$ cat src/rtl/wdt2s_pkg.sv
package wdt2s_pkg;
  localparam int DATA_W = 32;
  localparam int WORD_W = 10;

  localparam logic [WORD_W-1:0] W_RELOAD = 10'h000;
  localparam logic [WORD_W-1:0] W_COUNT  = 10'h001;
  localparam logic [WORD_W-1:0] W_CTRL   = 10'h002;
  localparam logic [WORD_W-1:0] W_ACK    = 10'h003;
  localparam logic [WORD_W-1:0] W_RAW    = 10'h004;
  localparam logic [WORD_W-1:0] W_MSK    = 10'h005;
  localparam logic [WORD_W-1:0] W_KEY    = 10'h300;
  localparam logic [WORD_W-1:0] W_TEN    = 10'h3C0;
  localparam logic [WORD_W-1:0] W_TOUT   = 10'h3C1;
  localparam logic [WORD_W-1:0] W_IDLO   = 10'h3F4;

  localparam logic [DATA_W-1:0] UNLOCK_KEY = 32'h1ACCE551;

  typedef struct packed {
    logic loadWr;
    logic ackWr;
  } dpStrobe_t;

  function automatic logic [7:0] idByte(input logic [3:0] idx);
    case (idx)
      4'd0:    idByte = 8'h04;
      4'd4:    idByte = 8'h24;
      4'd5:    idByte = 8'hB8;
      4'd6:    idByte = 8'h1B;
      4'd8:    idByte = 8'h0D;
      4'd9:    idByte = 8'hF0;
      4'd10:   idByte = 8'h05;
      4'd11:   idByte = 8'hB1;
      default: idByte = 8'h00;
    endcase
  endfunction
endpackage

$ cat src/rtl/wdt2s_dp.sv
module wdt2s_dp
  import wdt2s_pkg::*;
#(
  parameter int CNT_W = 32
) (
  input  logic             clk,
  input  logic             rstN,
  input  logic             tickEn,
  input  dpStrobe_t        stb,
  input  logic [CNT_W-1:0] wrData,
  output logic [CNT_W-1:0] reloadQ,
  output logic [CNT_W-1:0] countQ,
  output logic             rawIntQ,
  output logic             rstStatQ,
  output logic             haltQ
);
  localparam logic [CNT_W-1:0] RELOAD_INIT = '1;

  logic atZero;
  assign atZero = (countQ == '0);

  always_ff @(posedge clk or negedge rstN) begin
    if (!rstN) begin
      reloadQ  <= RELOAD_INIT;
      countQ   <= RELOAD_INIT;
      rawIntQ  <= 1'b0;
      rstStatQ <= 1'b0;
      haltQ    <= 1'b0;
    end else if (stb.loadWr) begin
      reloadQ <= wrData;
      countQ  <= wrData;
      haltQ   <= 1'b0;
    end else if (stb.ackWr) begin
      rawIntQ <= 1'b0;
      if (!haltQ) countQ <= reloadQ;
    end else if (tickEn && !haltQ) begin
      if (!atZero) begin
        countQ <= countQ - 1'b1;
      end else if (!rawIntQ) begin
        rawIntQ <= 1'b1;
        countQ  <= reloadQ;
      end else begin
        rstStatQ <= 1'b1;
        haltQ    <= 1'b1;
      end
    end
  end
endmodule

$ cat src/rtl/wdt2s_ctrl.sv
module wdt2s_ctrl
  import wdt2s_pkg::*;
#(
  parameter int CNT_W  = 32,
  parameter int ADDR_W = 12
) (
  input  logic              clk,
  input  logic              rstN,
  input  logic              psel,
  input  logic              penable,
  input  logic              pwrite,
  input  logic [ADDR_W-1:0] paddr,
  input  logic [DATA_W-1:0] pwdata,
  output logic [DATA_W-1:0] prdata,
  input  logic [CNT_W-1:0]  reloadQ,
  input  logic [CNT_W-1:0]  countQ,
  input  logic              rawIntQ,
  input  logic              rstStatQ,
  output dpStrobe_t         stb,
  output logic [1:0]        ctlBits,
  output logic              lockQ,
  output logic              testEn,
  output logic [1:0]        testOut,
  output logic              irqOut,
  output logic              rstOut
);
  logic [WORD_W-1:0] word;
  logic              wrAcc;
  logic              wrOk;
  logic              maskedInt;
  logic [3:0]        idIdx;
  logic              isId;

  assign word      = paddr[ADDR_W-1:2];
  assign wrAcc     = psel && penable && pwrite;
  assign wrOk      = wrAcc && (!lockQ || word == W_KEY);
  assign maskedInt = rawIntQ && ctlBits[0];
  assign isId      = (word >= W_IDLO);
  assign idIdx     = 4'(word - W_IDLO);

  assign stb.loadWr = wrOk && (word == W_RELOAD);
  assign stb.ackWr  = wrOk && (word == W_ACK);

  always_ff @(posedge clk or negedge rstN) begin
    if (!rstN) begin
      ctlBits <= '0;
      lockQ   <= 1'b0;
      testEn  <= 1'b0;
      testOut <= '0;
    end else if (wrOk) begin
      case (word)
        W_CTRL: ctlBits <= pwdata[1:0];
        W_KEY:  lockQ   <= (pwdata != UNLOCK_KEY);
        W_TEN:  testEn  <= pwdata[0];
        W_TOUT: testOut <= pwdata[1:0];
        default: ;
      endcase
    end
  end

  always_comb begin
    prdata = '0;
    if (psel) begin
      if (isId) begin
        prdata = DATA_W'(idByte(idIdx));
      end else begin
        case (word)
          W_RELOAD: prdata = DATA_W'(reloadQ);
          W_COUNT:  prdata = DATA_W'(countQ);
          W_CTRL:   prdata = DATA_W'(ctlBits);
          W_RAW:    prdata = DATA_W'(rawIntQ);
          W_MSK:    prdata = DATA_W'(maskedInt);
          W_KEY:    prdata = DATA_W'(lockQ);
          W_TEN:    prdata = DATA_W'(testEn);
          default:  prdata = '0;
        endcase
      end
    end
  end

  assign irqOut = testEn ? testOut[1] : maskedInt;
  assign rstOut = testEn ? testOut[0] : (rstStatQ && ctlBits[1]);
endmodule

$ cat src/rtl/wdt2s_top.sv
module wdt2s_top
  import wdt2s_pkg::*;
#(
  parameter int CNT_W  = 32,
  parameter int ADDR_W = 12
) (
  input  logic              pclk,
  input  logic              presetn,
  input  logic              psel,
  input  logic              penable,
  input  logic              pwrite,
  input  logic [ADDR_W-1:0] paddr,
  input  logic [DATA_W-1:0] pwdata,
  output logic [DATA_W-1:0] prdata,
  output logic              pready,
  output logic              pslverr,
  input  logic              tickEn,
  output logic              wdogIrq,
  output logic              wdogRst
);
  dpStrobe_t        stb;
  logic [CNT_W-1:0] reloadQ;
  logic [CNT_W-1:0] countQ;
  logic             rawIntQ;
  logic             rstStatQ;
  logic             haltQ;
  logic [1:0]       ctlBits;
  logic             lockQ;
  logic             testEn;
  logic [1:0]       testOut;

  assign pready  = 1'b1;
  assign pslverr = 1'b0;

  wdt2s_ctrl #(.CNT_W(CNT_W), .ADDR_W(ADDR_W)) u_ctrl (
    .clk(pclk), .rstN(presetn),
    .psel(psel), .penable(penable), .pwrite(pwrite),
    .paddr(paddr), .pwdata(pwdata), .prdata(prdata),
    .reloadQ(reloadQ), .countQ(countQ),
    .rawIntQ(rawIntQ), .rstStatQ(rstStatQ),
    .stb(stb), .ctlBits(ctlBits), .lockQ(lockQ),
    .testEn(testEn), .testOut(testOut),
    .irqOut(wdogIrq), .rstOut(wdogRst)
  );

  wdt2s_dp #(.CNT_W(CNT_W)) u_dp (
    .clk(pclk), .rstN(presetn), .tickEn(tickEn),
    .stb(stb), .wrData(pwdata[CNT_W-1:0]),
    .reloadQ(reloadQ), .countQ(countQ),
    .rawIntQ(rawIntQ), .rstStatQ(rstStatQ), .haltQ(haltQ)
  );
endmodule

$ cat config.mk
export PLATFORM = sky130hd
export DESIGN_NAME = wdt2s_top
export DESIGN_NICKNAME = d
export VERILOG_FILES = /design/src/rtl/wdt2s_pkg.sv /design/src/rtl/wdt2s_dp.sv /design/src/rtl/wdt2s_ctrl.sv /design/src/rtl/wdt2s_top.sv
export SDC_FILE = /design/constraint.sdc
export NUM_CORES = 1
export LEC_CHECK = 0
export BUFFER_PORTS_ARGS = -buffer_cell sky130_fd_sc_hd__buf_2
export CELL_PAD_IN_SITES_DETAIL_PLACEMENT = 0
export CELL_PAD_IN_SITES_GLOBAL_PLACEMENT = 1
export CORE_UTILIZATION = 43
export DETAILED_ROUTE_END_ITERATION = 8
export PLACE_DENSITY_LB_ADDON = 0.1
export SETUP_SLACK_MARGIN = 0.5
export SLEW_MARGIN = 20
export SYNTH_ARGS = -nofsm -noshare
export SYNTH_HDL_FRONTEND = slang
export SYNTH_SLANG_ARGS = --single-unit
$ cat constraint.sdc
create_clock -name pclk -period 4.2 [get_ports pclk]
set_input_delay 0.84 -clock pclk [delete_from_list [all_inputs] [get_ports pclk]]
set_output_delay 0.84 -clock pclk [all_outputs]
set_load 0.005 [all_outputs]
After elaboration in Yosys (flattened, before gate mapping)
Memories as Yosys holds them, arrays and structs flattened.
Cells that the tools add are included.
{"block": "op_classes", "n_addsub": 2, "eq_ne": 12, "n_lt_le_gt_ge": 1, "n_reduce_logical": 27, "bitwise": 2, "mux": 19}
{"operator": "two-way mux 32 bit", "count": 8}
{"operator": "case mux 32 bit (7 select lines)", "count": 1}
{"operator": "zero test 32 bit", "count": 1}
{"operator": "inequality test 32 x 29 -> 1 bit (second input constant)", "count": 1}
{"operator": "subtractor 32 x 1 -> 32 bit (second input constant)", "count": 1}
{"operator": "equality test 10 bit (second input constant)", "count": 3}
{"operator": "equality test 10 x 2 -> 1 bit (second input constant)", "count": 2}
{"operator": "equality test 10 x 3 -> 1 bit (second input constant)", "count": 2}
{"operator": "equality test 10 x 1 -> 1 bit (second input constant)", "count": 1}
{"operator": "greater-or-equal comparator 10 bit (second input constant)", "count": 1}
{"operator": "zero test 10 bit", "count": 1}
{"operator": "two-way mux 1 bit", "count": 10}
{"operator": "nonzero test 2 bit", "count": 5}
{"operator": "logical AND 1 bit", "count": 8}
{"operator": "AND reduction 2 bit", "count": 4}
{"operator": "AND reduction 3 bit", "count": 2}
{"operator": "AND reduction 5 bit", "count": 1}
{"operator": "inequality test 4 bit (second input constant)", "count": 1}
{"operator": "AND reduction 4 bit", "count": 1}
{"operator": "subtractor 4 x 3 -> 4 bit (second input constant)", "count": 1}
{"operator": "inequality test 3 bit (second input constant)", "count": 1}
{"operator": "nonzero test 3 bit", "count": 1}
{"operator": "zero test 1 bit", "count": 2}
{"operator": "inequality test 2 x 1 -> 1 bit (second input constant)", "count": 1}
{"operator": "other kinds (2)", "count": 3}
{"block": "totals", "register_bits": 73, "rom_bits": 128, "in_bits": 50, "elab_cells": 73, "memories": 1, "output_inout_bits": 36}
{"memory": "(name not given)", "depth": 16, "word_bits": 8, "rd": 1, "rd_ports_with_merged_regs": 0, "write_ports": 0, "line": "wdt2s_pkg.sv:24", "source": "case (idx)"}

Longest topological paths before layout
{"block": "logic_depth", "ltp_word": 6, "depth_mapped": 10, "ltp_nobuf": 8}

Modules after synthesis
Synthesis repeated with hierarchy kept, for this count alone.
{"block": "unflattened", "cells_unflattened": 588, "hier_area_um2": 5117.4}
{"mod": "wdt2s_dp", "cells_per_inst": 414, "n_inst": 1, "area_each_um2": 3846.2, "seq_area_each_um2": 1756.7}
{"mod": "wdt2s_ctrl", "cells_per_inst": 170, "n_inst": 1, "area_each_um2": 1248.7, "seq_area_each_um2": 150.1}
{"mod": "wdt2s_top", "cells_per_inst": 4, "n_inst": 1, "area_each_um2": 22.5, "seq_area_each_um2": 0.0}

Worst setup path before layout
OpenSTA, ideal clock, no wires.
{"block": "synth_path", "path_type": "in2out", "from": "in paddr[4]", "to": "out prdata[21]", "required_time_ns": 3.360, "path_stages": 9, "path_buffers": 2, "setup_slack_ns": 0.662, "arrival_ns": 2.698, "cell_sequence": "inv_1 > ha_1 > or3b_2 > nor2_1 > and2_1 > buf_2 > clkbuf_1 > a22oi_1 > nor2_1"}
{"block": "synth_via", "elab_chain_cells": 4, "elab_cells_between_ends": 11, "cone_classes": "order compare (1); eq/ne (6); mux (3); reduce/logical (1)"}
{"element": "start, declared", "line": "wdt2s_top.sv:12", "source": "input logic [ADDR_W-1:0] paddr,"}
{"element": "branches (longest 2 deep; another with greater-or-equal comparator 10 bit)"}
{"element": "two-way mux 32 bit (*)", "line": "wdt2s_ctrl.sv:64", "source": "if (isId) begin"}
{"element": "two-way mux 32 bit (*)", "line": "wdt2s_ctrl.sv:63", "source": "if (psel) begin"}
{"element": "end, declared", "line": "wdt2s_top.sv:14", "source": "output logic [DATA_W-1:0] prdata,"}
Every way passes the cells marked *.

Final worst setup path
{"block": "layout_path", "from": "in paddr[2]", "to": "out prdata[31]"}
Same word-level chain as after synthesis.

==> insert_results.sql <==
INSERT INTO impl_metrics (metric_group, metric, value, unit) VALUES
('route', 'drtIter0Drc', '460', ''),
('global_routing', 'grt.total_usage', '0.273', ''),
('clock_network', 'insertion_delay', '0.34', 'ns'),
('critical_path', 'cp.required', '3.36', 'ns'),
('global_routing', 'grt_use_met2', '0.403', ''),
('synthesis', 'yosys-top-cells-count', '109 x nand2_1, 67 x nor2_1, 64 x dfstp_2, 29 x a22oi_1, 27 x o21ai_0', ''),
('clock_network', 'clock-root-buffer', 'clkbuf_16', ''),
('place', 'placement.io_buffers', '81', ''),
('timing', 'timing.final.max_slew_violations', '0', ''),
('worst_hold_path', 'hold_path_depth', '2', ''),
('critical_path', 'regToRegStartpoint', 'u_dp.countQ[4]', ''),
('floorplan', 'boundaryPins', '86', ''),
('critical_path', 'worst_setup_path_start_kind', 'input port', ''),
('place', 'finalWeightedCongestion', '0.820', ''),
('power_and_ir_drop', 'vdd_ir_drop_max', '0.000215', 'V'),
('cells_and_area', 'combined_area_of_the_multi_input_logic_cells', '2980', 'um^2'),
('timing', 'clock.fmax', '274', 'MHz'),
('synthesis', 'syn_nets', '662', ''),
('global_routing', 'grt_max_degree', '39', ''),
('synthesis', 'postSynth.asyncResetShare', '1.00', ''),
('cells_and_area', 'final_core_utilization', '0.521', ''),
('power_and_ir_drop', 'clkPwrFrac', '0.390', ''),
('floorplan', 'die_height', '110', 'um'),
('critical_path', 'crit_path_cell_trace', 'clkbuf_4 > inv_1 > ha_1 > o21ai_0 > a2111oi_1 > or4_1 > nand3_4 > buf_12 > nor2_1 > buf_2', ''),
('route', 'avg_vias_per_cell', '6.22', ''),
('status', 'run_status', 'finished, final reports clean', ''),
('synthesis', 'ys_top_cells_by_area', 'dfstp_2 33%, nand2_1 8.1%, nor2_1 5.0%', ''),
('critical_path', 'worst-path-buf-inv', '4', ''),
('timing', 'whs', '0.468', 'ns'),
('global_routing', 'gr-usage-met3', '0.0467', ''),
('cells_and_area', 'ff_latch_area', '1910', 'um^2'),
('clock_network', 'cts_tree', 'built', ''),
('synthesis', 'synthesis.yosys.warnings', '0', ''),
('route', 'wire_per_inst', '20.1', 'um'),
('critical_path', 'crit_path_max_incr_delay', '0.43', 'ns'),
('clock_network', 'tritoncts_buffer_count', '9', ''),
('critical_path', 'reg2reg_depth', '6', ''),
('synthesis', 'most_frequent_cell_after_synthesis', 'nand2_1', ''),
('floorplan', 'dieArea', '12200', 'um^2'),
('timing', 'setup-tns-final', '0', 'ns'),
('synthesis', 'post_synth_inst_count', '602', ''),
('clock_network', 'cts.htree.levels', '3', ''),
('critical_path', 'critical_path_class', 'in2out', ''),
('critical_path', 'arrival', '2.81', 'ns'),
('global_routing', 'vias_in_the_first_global_route', '4833', ''),
('clock_network', 'buffer_levels_on_the_longest_clock_path', '2', ''),
('cells_and_area', 'area.growth.synth_to_final', '17.8', '%'),
('synthesis', 'postSynth.topFlopCell', 'dfstp_2', ''),
('cells_and_area', 'drive_gt1_frac', '0.313', ''),
('floorplan', 'rows', '39', ''),
('floorplan', 'chipWidth', '110', 'um'),
('route', 'drtAntennaViolNets', '0', ''),
('timing', 'grt_setup_unrepaired', 'no', ''),
('place', 'hpwlAfterDp', '11400', 'um'),
('global_routing', 'groute.layer.met1.usage', '0.404', ''),
('critical_path', 'reg2reg_to', 'u_dp.countQ[15]', ''),
('power_and_ir_drop', 'netSwitchingPower', '472', 'uW'),
('critical_path', 'cpMaxStageDelayCell', 'a2111oi_1', ''),
('synthesis', 'ys_seq_elements', '73', ''),
('synthesis', 'synth_top_cell_by_area', 'dfstp_2', ''),
('clock_network', 'clk_pin_slew_worst_paths', '0.05', 'ns'),
('synthesis', 'synth_largest_type_area_fraction', '0.333', ''),
('synthesis', 'synth_seq_area_share', '0.377', ''),
('cells_and_area', 'insertedDiodeCount', '0', ''),
('cells_and_area', 'fillCellCount', '1094', ''),
('synthesis', 'synth_edf_count', '0', ''),
('timing', 'slew-limit-headroom', '0.249', ''),
('power_and_ir_drop', 'pwr-share-seq', '0.478', ''),
('critical_path', 'end_kind', 'output port', ''),
('worst_hold_path', 'min_path_type', 'reg2reg', ''),
('timing', 'timing_worst_slew_pin_value', '1.12', 'ns');
[worst max path at each step]
stage | start | end | slack (ns) | depth (start not counted)
2_1_floorplan | paddr[4] | prdata[21] | 0.66 | 9
3_3_place_gp | paddr[4] | prdata[26] | 0.30 | 10
6_report | paddr[2] | prdata[31] | 0.55 | 10
4_1_cts | paddr[4] | prdata[26] | 0.51 | 10
5_1_grt | paddr[2] | prdata[31] | 0.46 | 10
3_5_place_dp | paddr[4] | prdata[26] | 0.26 | 10
[per-layer routing]
| layer | share of wire | vias up |
|---|---|---|
| li1 | - | 2377 |
| met1 | 0.48 | 2495 |
| met2 | 0.44 | 207 |
| met3 | 0.066 | 23 |
| met4 | 0.020 | 0 |
| met5 | 0 | - |
[state kept, by name, indices dropped and copies added, names as in the netlist]
register / count
u_ctrl.ctlBits: 2
u_ctrl.lockQ: 1
u_ctrl.testEn: 1
u_ctrl.testOut: 2
u_dp.countQ: 32
u_dp.haltQ: 1
u_dp.rawIntQ: 1
u_dp.reloadQ: 32
u_dp.rstStatQ: 1
[through the flow]
stage	power (uW)	instances	cell area [um^2]	setup slack, ns
after global placement	1070	805	5600	0.300
after global routing	1840	820	5950	0.462
final	1760	820	5950	0.554
after CTS	1770	818	5870	0.511
after detailed placement	1070	805	5600	0.261
after floorplan	979	602	5050	0.662
[kinds of logic after synthesis]
group,synth area share
other,0.00149
adders and majority gates,0.0248
muxes,0.0243
buffers and inverters,0.0446
and+or+nand+nor,0.300
DFF,0.377
xor gates and xnor gates,0.0121
AOI/OAI and AO/OA,0.215
[cell usage in the layout, fill, tap and decap left out, drive strengths merged, types with 11 or more instances in the layout]
cell / n
a21oi: 17
a22o: 12
a22oi: 29
a31oi: 13
buf: 100
clkbuf: 14
dfstp: 64
nand2: 110
nand3: 22
nor2: 67
nor3: 25
nor4: 17
o21ai: 29
or4: 11
[worst register-to-register path, stage by stage, from the launching register on]
cell	delay, ns
dfstp_2	0.39
nor3_1	0.43
nand3_1	0.30
nor4_1	0.50
o21a_1	0.88
a211oi_1	0.12
o211ai_1	0.24
[area by class of cell]
cell class / count / area share
Clock buffer: 12 / 0.0414
Clock inverter: 1 / 0.000841
Inverter: 10 / 0.00630
Multi-Input combinational cell: 479 / 0.501
Sequential cell: 73 / 0.320
Tap cell: 143 / 0.0300
Timing Repair Buffer: 102 / 0.101
[timing repair]
item | in CTS | in global routing
endpoints found under the hold margin | 0 | 0
endpoints found under the setup margin | 26 | 27
gates cloned | 0 | 1
pin swaps | 0 | 1
setup buffers | 0 | 1
gates resized for setup | 6 | 12
[power by group through the flow]
stage / Clock, uW / Combinational [uW] / Sequential, uW
detailed placement: 0 / 224 / 849
global placement: 0 / 220 / 848
floorplan: 0 / 161 / 818
CTS: 704 / 227 / 839
global route: 726 / 261 / 848
finish: 687 / 231 / 842
(Power assumes the default switching activity.)
